==> src/rtl/rew_pkg.sv <==
package rew_pkg;
  localparam int IDX_W = 6;        // port index width fixed by the record format
  localparam int ENTRY_BYTES = 8;  // length of an enabled port record

  typedef enum logic [1:0] {
    ERR_NONE    = 2'd0,
    ERR_OVERRUN = 2'd1,
    ERR_SIZE    = 2'd2
  } rew_err_e;

  typedef struct packed {
    logic             link;
    logic             pvld;
    logic [IDX_W-1:0] partner;
  } rew_cfg_t;
endpackage

==> src/rtl/rew_table.sv <==
module rew_table
  import rew_pkg::*;
(
  input  logic             clk,
  input  logic             rst,
  input  logic             clr,
  input  logic             wr_dis,
  input  logic             wr_cfg,
  input  logic [IDX_W-1:0] wr_idx,
  input  rew_cfg_t         wr_data,
  input  logic [IDX_W-1:0] q_idx,
  output logic             q_dis,
  output rew_cfg_t         q_cfg
);
  localparam int DEPTH = 1 << IDX_W;

  rew_cfg_t         mem [DEPTH];
  rew_cfg_t         mem_q;
  logic [DEPTH-1:0] set_v;
  logic [DEPTH-1:0] dis_v;
  logic             set_q;
  logic             dis_q;

  // Field storage: no reset, one write port, registered read
  always_ff @(posedge clk) begin
    if (wr_cfg) mem[wr_idx] <= wr_data;
    mem_q <= mem[q_idx];
  end

  // Flag vectors cleared in a single cycle at walk start
  always_ff @(posedge clk) begin
    if (rst || clr) begin
      set_v <= '0;
      dis_v <= '0;
    end else begin
      if (wr_cfg) begin
        set_v[wr_idx] <= 1'b1;
        dis_v[wr_idx] <= 1'b0;
      end
      if (wr_dis) dis_v[wr_idx] <= 1'b1;
    end
  end

  always_ff @(posedge clk) begin
    if (rst) begin
      set_q <= 1'b0;
      dis_q <= 1'b0;
    end else begin
      set_q <= set_v[q_idx];
      dis_q <= dis_v[q_idx];
    end
  end

  assign q_dis = dis_q;
  assign q_cfg = set_q ? mem_q : '0;

  // a record applies either the disabled mark or the full fields
  a_r5_one_write: assert property (@(posedge clk) disable iff (rst)
    !(wr_dis && wr_cfg));
endmodule

==> src/rtl/rew_ctrl.sv <==
module rew_ctrl
  import rew_pkg::*;
#(
  parameter int LEN_W      = 10,
  parameter int HDR_BYTES  = 22,
  parameter int DATA_START = 13
) (
  input  logic             clk,
  input  logic             rst,
  input  logic             start,
  input  logic [LEN_W-1:0] data_len,
  output logic             rom_rd,
  output logic [LEN_W:0]   rom_addr,
  input  logic [7:0]       rom_data,
  output logic             clr,
  output logic             wr_dis,
  output logic             wr_cfg,
  output logic [IDX_W-1:0] wr_idx,
  output rew_cfg_t         wr_data,
  output logic             busy,
  output logic             done,
  output rew_err_e         err,
  output logic [LEN_W:0]   count
);
  localparam int AW = LEN_W + 1;
  localparam int PW = ((AW > 8) ? AW : 8) + 1;

  typedef enum logic [2:0] {S_IDLE, S_FETCH, S_LEN, S_B1, S_B2, S_B3} st_e;

  st_e              st;
  logic [AW-1:0]    size_q, pos_q, next_pos;
  logic [7:0]       len_q;
  logic [IDX_W-1:0] idx_q;
  logic             link_q, pvld_q;
  logic [PW-1:0]    pos_x, size_x, end_x;
  logic             at_end, last_byte, bad_len, port_ent, dis_ent, full_ent;

  always_comb begin
    pos_x     = PW'(pos_q);
    size_x    = PW'(size_q);
    end_x     = pos_x + PW'(rom_data);
    at_end    = pos_x >= size_x;
    last_byte = (pos_x + PW'(1)) == size_x;
    bad_len   = (rom_data == 8'd0) || (end_x > size_x);
    port_ent  = rom_data[7];
    dis_ent   = rom_data[6];
    full_ent  = port_ent && !dis_ent && (len_q == 8'(ENTRY_BYTES));
    next_pos  = pos_q + AW'(len_q);
  end

  // Read port: address offset selected by the record byte being fetched
  always_comb begin
    rom_rd   = 1'b0;
    rom_addr = pos_q;
    case (st)
      S_FETCH: rom_rd = !at_end && !last_byte;
      S_LEN:   begin rom_rd = !bad_len;  rom_addr = pos_q + AW'(1); end
      S_B1:    begin rom_rd = full_ent;  rom_addr = pos_q + AW'(2); end
      S_B2:    begin rom_rd = 1'b1;      rom_addr = pos_q + AW'(3); end
      default: ;
    endcase
  end

  assign clr     = (st == S_IDLE) && start;
  assign wr_dis  = (st == S_B1) && port_ent && dis_ent;
  assign wr_cfg  = (st == S_B3);
  assign wr_idx  = (st == S_B3) ? idx_q : rom_data[IDX_W-1:0];
  assign wr_data = '{link: link_q, pvld: pvld_q,
                     partner: pvld_q ? rom_data[IDX_W-1:0] : '0};
  assign busy    = (st != S_IDLE);

  always_ff @(posedge clk) begin
    if (rst) begin
      st     <= S_IDLE;
      done   <= 1'b0;
      err    <= ERR_NONE;
      count  <= '0;
      size_q <= '0;
      pos_q  <= '0;
      len_q  <= '0;
      idx_q  <= '0;
      link_q <= 1'b0;
      pvld_q <= 1'b0;
    end else begin
      done <= 1'b0;
      case (st)
        S_IDLE: if (start) begin
          size_q <= AW'(data_len) + AW'(DATA_START);
          pos_q  <= AW'(HDR_BYTES);
          count  <= '0;
          err    <= ERR_NONE;
          st     <= S_FETCH;
        end
        S_FETCH: begin
          if (at_end) begin
            done <= 1'b1;
            st   <= S_IDLE;
          end else if (last_byte) begin
            err  <= ERR_OVERRUN;
            done <= 1'b1;
            st   <= S_IDLE;
          end else begin
            st <= S_LEN;
          end
        end
        S_LEN: begin
          len_q <= rom_data;
          if (bad_len) begin
            err  <= ERR_OVERRUN;
            done <= 1'b1;
            st   <= S_IDLE;
          end else begin
            st <= S_B1;
          end
        end
        S_B1: begin
          idx_q <= rom_data[IDX_W-1:0];
          if (!port_ent) begin
            pos_q <= next_pos;
            st    <= S_FETCH;
          end else if (dis_ent) begin
            count <= count + AW'(1);
            pos_q <= next_pos;
            st    <= S_FETCH;
          end else if (!full_ent) begin
            err  <= ERR_SIZE;
            done <= 1'b1;
            st   <= S_IDLE;
          end else begin
            st <= S_B2;
          end
        end
        S_B2: begin
          link_q <= rom_data[4];
          pvld_q <= rom_data[7];
          st     <= S_B3;
        end
        S_B3: begin
          count <= count + AW'(1);
          pos_q <= next_pos;
          st    <= S_FETCH;
        end
        default: st <= S_IDLE;
      endcase
    end
  end

  a_r2_addr_in_image: assert property (@(posedge clk) disable iff (rst)
    rom_rd |-> (rom_addr >= AW'(HDR_BYTES) && rom_addr < size_q));

  a_r1_busy_start_ignored: assert property (@(posedge clk) disable iff (rst)
    (busy && start) |=> $stable(size_q));

  a_r4_zero_len_overrun: assert property (@(posedge clk) disable iff (rst)
    (st == S_LEN && rom_data == 8'd0) |=> (done && err == ERR_OVERRUN));

  a_r6_size_error: assert property (@(posedge clk) disable iff (rst)
    (st == S_B1 && rom_data[7:6] == 2'b10 && len_q != 8'(ENTRY_BYTES))
      |=> (done && err == ERR_SIZE));

  a_r9_done_pulse: assert property (@(posedge clk) disable iff (rst)
    done |=> !done);
endmodule

==> src/rtl/rom_entry_walker.sv <==
module rom_entry_walker
  import rew_pkg::*;
#(
  parameter int LEN_W      = 10,
  parameter int HDR_BYTES  = 22,
  parameter int DATA_START = 13
) (
  input  logic             clk,
  input  logic             rst,
  input  logic             start,
  input  logic [LEN_W-1:0] data_len,
  output logic             rom_rd,
  output logic [LEN_W:0]   rom_addr,
  input  logic [7:0]       rom_data,
  output logic             busy,
  output logic             done,
  output logic [1:0]       err,
  output logic [LEN_W:0]   port_count,
  input  logic [5:0]       q_idx,
  output logic             q_disabled,
  output logic             q_link,
  output logic             q_partner_vld,
  output logic [5:0]       q_partner
);
  logic             clr, wr_dis, wr_cfg;
  logic [IDX_W-1:0] wr_idx;
  rew_cfg_t         wr_data, q_cfg;
  rew_err_e         err_e;

  rew_ctrl #(
    .LEN_W(LEN_W), .HDR_BYTES(HDR_BYTES), .DATA_START(DATA_START)
  ) u_ctrl (
    .clk(clk), .rst(rst), .start(start), .data_len(data_len),
    .rom_rd(rom_rd), .rom_addr(rom_addr), .rom_data(rom_data),
    .clr(clr), .wr_dis(wr_dis), .wr_cfg(wr_cfg), .wr_idx(wr_idx),
    .wr_data(wr_data), .busy(busy), .done(done), .err(err_e),
    .count(port_count)
  );

  rew_table u_table (
    .clk(clk), .rst(rst), .clr(clr), .wr_dis(wr_dis), .wr_cfg(wr_cfg),
    .wr_idx(wr_idx), .wr_data(wr_data), .q_idx(q_idx),
    .q_dis(q_disabled), .q_cfg(q_cfg)
  );

  assign err           = err_e;
  assign q_link        = q_cfg.link;
  assign q_partner_vld = q_cfg.pvld;
  assign q_partner     = q_cfg.partner;
endmodule

==> config.mk <==
export PLATFORM = sky130hd
export DESIGN_NAME = rom_entry_walker
export DESIGN_NICKNAME = d
export VERILOG_FILES = /design/src/rtl/rew_pkg.sv /design/src/rtl/rew_table.sv /design/src/rtl/rew_ctrl.sv /design/src/rtl/rom_entry_walker.sv
export SDC_FILE = /design/constraint.sdc
export NUM_CORES = 1
export LEC_CHECK = 0
export CORE_MARGIN = 8
export CORE_UTILIZATION = 45
export CTS_BUF_LIST = sky130_fd_sc_hd__clkbuf_16
export DETAILED_ROUTE_END_ITERATION = 10
export GPL_TIMING_DRIVEN = 0
export PLACE_DENSITY = 0.65
export SLEW_MARGIN = 15
export SYNTH_ARGS = -nofsm -noshare
export SYNTH_HDL_FRONTEND = slang
export SYNTH_SLANG_ARGS = --single-unit
==> constraint.sdc <==
create_clock -name clk -period 7.96 [get_ports clk]
set_input_delay 0.796 -clock clk [delete_from_list [all_inputs] [get_ports clk]]
set_output_delay 0.796 -clock clk [all_outputs]
set_load 0.1 [all_outputs]
Word level (Yosys, flattened, before mapping)

Memory sizes are Yosys's and may differ from the RTL's. A register that Yosys moved wholly into a read port is not among the register bits.
Index checks and enable logic that the tools add are counted.

Register bits: 185
Bits in latches: 0
RAM bits: 512
Bits in read-only memories: 0
Input port bits: 27
Output and inout bits: 36
Word-level logic and storage cells: 117
Memories: 1

Add/sub/neg operators: 8
Multiply operators: 0
Div/mod/pow operators: 0
Order comparisons: 5
Equality and inequality tests: 16
Shift-type cells: 0
Multiplexer cells: 47
Bitwise operators: 4
Reduce and logical (&&, ||, !) cells: 22

Memory list:

| name        | words | bits a word | read ports | clocked after Yosys merged registers in | wr ports | line            | text |
|---|---|---|---|---|---|---|---|
| u_table.mem | 64    | 8           | 1          | 1                                       | 1        | rew_table.sv:17 | `rew_cfg_t mem [DEPTH];` |

Operators with widths:

| operator                | number |
|---|---|
| $mux W64                | 3 |
| $or A64 B64 Y64         | 2 |
| $pmux W11 S3            | 3 |
| $mux W11                | 6 |
| $and A64 B64 Y64        | 1 |
| $not A64 Y64            | 1 |
| $add A11 B1 Y11 const B | 2 |
| $add A11 B2 Y11 const B | 2 |
| $mux W2                 | 9 |
| $pmux W3 S6             | 1 |
| $mux W3                 | 5 |
| $lt A6 B7 Y1 const B    | 2 |
| $add A11 B1 Y12 const B | 1 |
| $add A11 B8 Y12         | 1 |
| $bmux W1 S6             | 2 |
| $eq A12 B11 Y1          | 1 |
| $gt A12 B11 Y1          | 1 |
| $mux W6                 | 2 |
| $ne A2 B2 Y1 const B    | 6 |
| $add A10 B4 Y11 const B | 1 |
| $add A11 B8 Y11         | 1 |
| $ge A11 B11 Y1          | 1 |
| $mux W1                 | 11 |
| $eq A8 B4 Y1 const B    | 1 |
| 22 further kinds        | 36 |

Longest topological paths before layout

Word-level depth: 12
Gate-level depth with buffers: 16
Mapped depth without buffers: 16

Modules after synthesis

From an unflattened synthesis, not the netlist that was laid out.

Cell total of the unflattened synthesis: 2072
Area, all modules: 29872.4 sq um

By module, submodules not included:

| module    | instances | cells an instance | area an instance (sq um) | sequential area each (sq um) |
|---|---|---|---|---|
| rew_table | 1         | 1474              | 25394.4                  | 18137.4 |
| rew_ctrl  | 1         | 598               | 4478.0                   | 1101.1 |

Worst setup path after synthesis

No wires, ideal clock.

Kind: input-to-output
Start point: input port rom_data[0]
End point: output port rom_rd
Arrival: 4194 ps
Required time: 7164 ps
Setup slack: 2970 ps
Cell stages on the path: 16
Path buffers: 0
Path through: ha_1 > fa_1 > a21o_1 > a21oi_1 > nor2b_1 > o21a_1 > o22ai_1 > xnor2_1 > ha_1 > nand4_1 > nor2_1 > o21a_1 > o41ai_1 > nand2_1 > o31ai_1 > nand2b_1

Longest elaborated chain between the ends: 5
Elaborated cells on any way between the ends: 6
Those cells by class: add/sub: 1; order compare: 1; mux: 1; reduce/logical: 3

RTL lines:

| element                | line                   | text |
|---|---|---|
| from (decl)            | rom_entry_walker.sv:14 | `input logic [7:0] rom_data,` |
| $add A11 B8 Y12        | rew_ctrl.sv:41         | `end_x = pos_x + PW'(rom_data);` |
| $gt A12 B11 Y1         | rew_ctrl.sv:44         | `bad_len = (rom_data == 8'd0) \|\| (end_x > size_x);` |
| $logic_or A1 B1 Y1 (*) | rew_ctrl.sv:44         |  |
| $logic_not A1 Y1 (*)   | rew_ctrl.sv:57         | `S_LEN: begin rom_rd = !bad_len; rom_addr = pos_q + AW'(1); end` |
| $pmux W1 S4 (*)        | rew_ctrl.sv:55         | `case (st)` |
| to (decl)              | rom_entry_walker.sv:12 | `output logic rom_rd,` |

Mark *: on every way between the ends. The rest lies on a longest branch, timed or not.

Worst setup path after layout

Ends and elaborated chain as after synthesis.

==> out/metrics.json <==
{
  "status": {"value": "finished clean"},
  "synth_simple_gate_area_share": {"value": 0.07093},
  "final_area": {"value": 33480, "unit": "um2"},
  "grt-ovfl-total": {"value": 0},
  "cts.repair.resized": {"value": 0},
  "worstPathRequired": {"value": 7160, "unit": "ps"},
  "detailed_place.area": {"value": 31190, "unit": "um2"},
  "synth-compound-area-share": {"value": 0.05946},
  "gp_congestion": {"value": 0.8766},
  "floorplan.die.width": {"value": 271.8, "unit": "um"},
  "grt_antenna_before_repair": {"value": 0},
  "synth_fa_ha_area_frac": {"value": 0.02031},
  "num_vias": {"value": 17635},
  "finClkSkew": {"value": 23.55, "unit": "ps"},
  "critPathMaxFanout": {"value": 8},
  "layout-area-overhead-vs-synth": {"value": 13.74, "unit": "%"},
  "synth_top_flop_cell": {"value": "sky130_fd_sc_hd__edfxtp_1"},
  "detail_route.first_pass.iterations": {"value": 6},
  "nFillCells": {"value": 5265},
  "start_util": {"value": 0.4559},
  "maximum_vdd_ir_drop": {"value": 0.1340, "unit": "mV"},
  "routed_via_density": {"value": 5.948},
  "yosys_warnings": {"value": 0},
  "synthArstFlopShare": {"value": 0},
  "synthCells": {"value": 1914},
  "nets": {"value": 2124},
  "cts.sink_count": {"value": 705},
  "globalRouteMet2Util": {"value": 0.3299},
  "cts_tree": {"value": "yes"},
  "hold_viol_final": {"value": 0},
  "global_route.usage.total": {"value": 0.2012},
  "ys_ff_latch": {"value": 705},
  "postSynthAreaPerCell": {"value": 15.38, "unit": "um2"},
  "largest_family_of_logic_cells_by_synthesized_area": {"value": "multiplexers"},
  "edff_count_synth": {"value": 512},
  "synth_commonest_cells": {"value": "sky130_fd_sc_hd__edfxtp_1 (512), sky130_fd_sc_hd__nor2_1 (226), sky130_fd_sc_hd__mux4_2 (208)"},
  "worstSetupEndpointType": {"value": "output port"},
  "slew-limit-headroom": {"value": 0.2399},
  "dp.final_hpwl": {"value": 51280, "unit": "um"},
  "start_kind": {"value": "input pin"},
  "timing_worst_setup_path_type": {"value": "input pin to output port"},
  "min_delay_path_depth": {"value": 2},
  "totalNegativeSetupSlack": {"value": 0, "unit": "ps"},
  "clock_path_buffers": {"value": 3},
  "root_buffer_master": {"value": "sky130_fd_sc_hd__clkbuf_16"},
  "post-cts-setup-buffer-count": {"value": 0},
  "floorplan.io_pins": {"value": 63},
  "via_count_of_the_first_global_routing_pass": {"value": 17686},
  "globalRoute.busiestLayer": {"value": "met2"},
  "power_per_cell_area": {"value": 229.6, "unit": "nW/um2"},
  "timing.hold.worst.class": {"value": "register to register"},
  "synth_top_cells_by_area": {"value": "sky130_fd_sc_hd__edfxtp_1 (52%), sky130_fd_sc_hd__mux4_2 (16%), sky130_fd_sc_hd__dfxtp_1 (13%)"},
  "fmax": {"value": 141.7, "unit": "MHz"},
  "global_route_wire_length_before_repair": {"value": 111900, "unit": "um"},
  "timing.critical_path.arrival": {"value": 6260, "unit": "ps"},
  "use_met1": {"value": 0.2692},
  "leakage": {"value": 10.72, "unit": "nW"},
  "placement.io_buffers": {"value": 58},
  "timing_worst_slew_pin_value": {"value": 1140, "unit": "ps"},
  "post-route-period-util": {"value": 0.8865},
  "maximum_number_of_pins_on_one_net_before_global_route_repair": {"value": 72},
  "met3_usage": {"value": 0.03956},
  "synth_fp_nets": {"value": 1987},
  "report.final.slew_viol_count": {"value": 0},
  "design.core.area": {"value": 64580, "unit": "um2"},
  "syn-cell-area": {"value": 29440, "unit": "um2"},
  "yosys-mux-area-fraction": {"value": 0.1646},
  "post_route_cells_drive_above_1_share": {"value": 0.1640},
  "synth-seq-area-share": {"value": 0.6535},
  "synth_area_leader_cell": {"value": "sky130_fd_sc_hd__edfxtp_1"},
  "worstSkewPairLatency": {"value": 620, "unit": "ps"},
  "die-height": {"value": 271.8, "unit": "um"},
  "post-route-drc-count": {"value": 0},
  "drt_iter0_markers": {"value": 1690},
  "reg2regPathDepth": {"value": 14},
  "finish.cell_count_without_fillers": {"value": 2965},
  "h_tree_lvls": {"value": 3},
  "maxcap_viol_count": {"value": 0},
  "minimum_clock_period": {"value": 7057, "unit": "ps"},
  "clk_transition_reported_paths": {"value": 60, "unit": "ps"},
  "wirelength": {"value": 75400, "unit": "um"},
  "setup_repair_after_global_routing_missed_its_margin": {"value": "false"},
  "synthMostInstantiatedCell": {"value": "sky130_fd_sc_hd__edfxtp_1"},
  "post_synth_xor_area_fraction": {"value": 0.01309},
  "dpl.cell_count": {"value": 2831},
  "cts-buffers-inserted": {"value": 73},
  "synthDistinctLibCells": {"value": 65},
  "report.final.setup_viol": {"value": 0},
  "number_of_hold_repair_buffers_added_at_the_cts_stage": {"value": 0},
  "placement_rows": {"value": 93},
  "antenna_cells_inserted": {"value": 0},
  "yosys.area.top_type_share": {"value": 0.5222},
  "final_core_util": {"value": 0.5185},
  "ant_nets": {"value": 0},
  "floorplan.die_area": {"value": 73860, "unit": "um2"},
  "average_wire_per_cell_in_the_routed_design": {"value": 25.43, "unit": "um"}
}
[per-layer routing]
layer  wire length (um)  up-vias
met5                  0        -
met4               2265        0
met3               5482      136
met2              36080      743
met1              31580     9050
li1                   -     7706
[per-stage QoR]
step,power [mW],hold slack [ps],worst slack (ps)
finish,7.689,466.8,903.4
global route,7.917,485.5,682.2
CTS,7.734,467.6,961.6
detailed placement,4.501,447.6,977.8
global placement,4.494,441.8,1015
floorplan,4.332,434.8,2970
[sequential cells by signal (all words and copies together), names as in the netlist, 8 cells and up]
name and cells:
u_ctrl.count 11, u_table.mem_q 8, u_table.set_v 64, u_ctrl.size_q 11
u_ctrl.len_q 8, u_table.dis_v 64, u_table.mem 512, u_ctrl.pos_q 11
[cell type report]
type | instances | area, um2 | area share
clock buffer | 75 | 1877 | 0.05605
clock inverter | 59 | 412.9 | 0.01233
buffer | 107 | 432.9 | 0.01293
sequential | 705 | 19240 | 0.5747
timing repair buffer | 62 | 668.1 | 0.01995
inverter | 27 | 101.3 | 0.003027
multi-input combinational | 1075 | 9679 | 0.2891
tap | 855 | 1070 | 0.03195
[worst max-delay path, stage by stage]
cell and delay [ps]:
sky130_fd_sc_hd__clkdlybuf4s50_1 620, sky130_fd_sc_hd__ha_1 360, sky130_fd_sc_hd__fa_1 410, sky130_fd_sc_hd__a21o_1 180, sky130_fd_sc_hd__a21oi_1 220, sky130_fd_sc_hd__nor2b_1 80, sky130_fd_sc_hd__o21a_1 190, sky130_fd_sc_hd__o22ai_1 290
sky130_fd_sc_hd__xnor2_1 170, sky130_fd_sc_hd__ha_1 260, sky130_fd_sc_hd__nand4_1 90, sky130_fd_sc_hd__nor2_1 80, sky130_fd_sc_hd__o21a_1 140, sky130_fd_sc_hd__o41ai_1 680, sky130_fd_sc_hd__nand2_1 190, sky130_fd_sc_hd__o31ai_1 130
sky130_fd_sc_hd__nand2b_1 220, sky130_fd_sc_hd__clkdlybuf4s50_1 1160
[kinds of logic after synthesis]
| family | after synthesis |
|---|---|
| mux | 224 |
| compound gates | 291 |
| buf+inv | 134 |
| simple gates | 470 |
| xor+xnor | 44 |
| fa+ha+maj | 46 |
| flops | 705 |
[placed cells by master, fill, tap and decap left out, types with 15 or more instances in the layout]
cell type	n
sky130_fd_sc_hd__clkinv_1	17
sky130_fd_sc_hd__o21ai_0	84
sky130_fd_sc_hd__xnor2_1	24
sky130_fd_sc_hd__nor2_1	226
sky130_fd_sc_hd__clkbuf_16	75
sky130_fd_sc_hd__xor2_1	20
sky130_fd_sc_hd__a21oi_1	101
sky130_fd_sc_hd__nand2_1	118
sky130_fd_sc_hd__mux4_2	208
sky130_fd_sc_hd__clkdlybuf4s50_1	58
sky130_fd_sc_hd__edfxtp_1	512
sky130_fd_sc_hd__dfxtp_1	191
sky130_fd_sc_hd__o21a_1	27
sky130_fd_sc_hd__clkbuf_1	73
sky130_fd_sc_hd__inv_1	44
sky130_fd_sc_hd__buf_2	18
sky130_fd_sc_hd__ha_1	43
sky130_fd_sc_hd__mux2i_1	15
sky130_fd_sc_hd__nand3_1	17
[power by group]
part	switching [mW]	internal [mW]
Combinational	0.308	0.191
Sequential	0.0193	3.90
Clock	1.41	1.85
[worst paths after layout]
kind	startpoint	end	slack (ps)
setup / recovery	rom_data[0]	rom_rd	900
hold / removal	u_table.set_v[22]	u_table.set_v[22]	470
setup reg to reg	u_ctrl.pos_q[1]	u_ctrl.done	3640
hold reg to reg	u_table.set_v[22]	u_table.set_v[22]	470
Power figures use the tool's default switching activity.
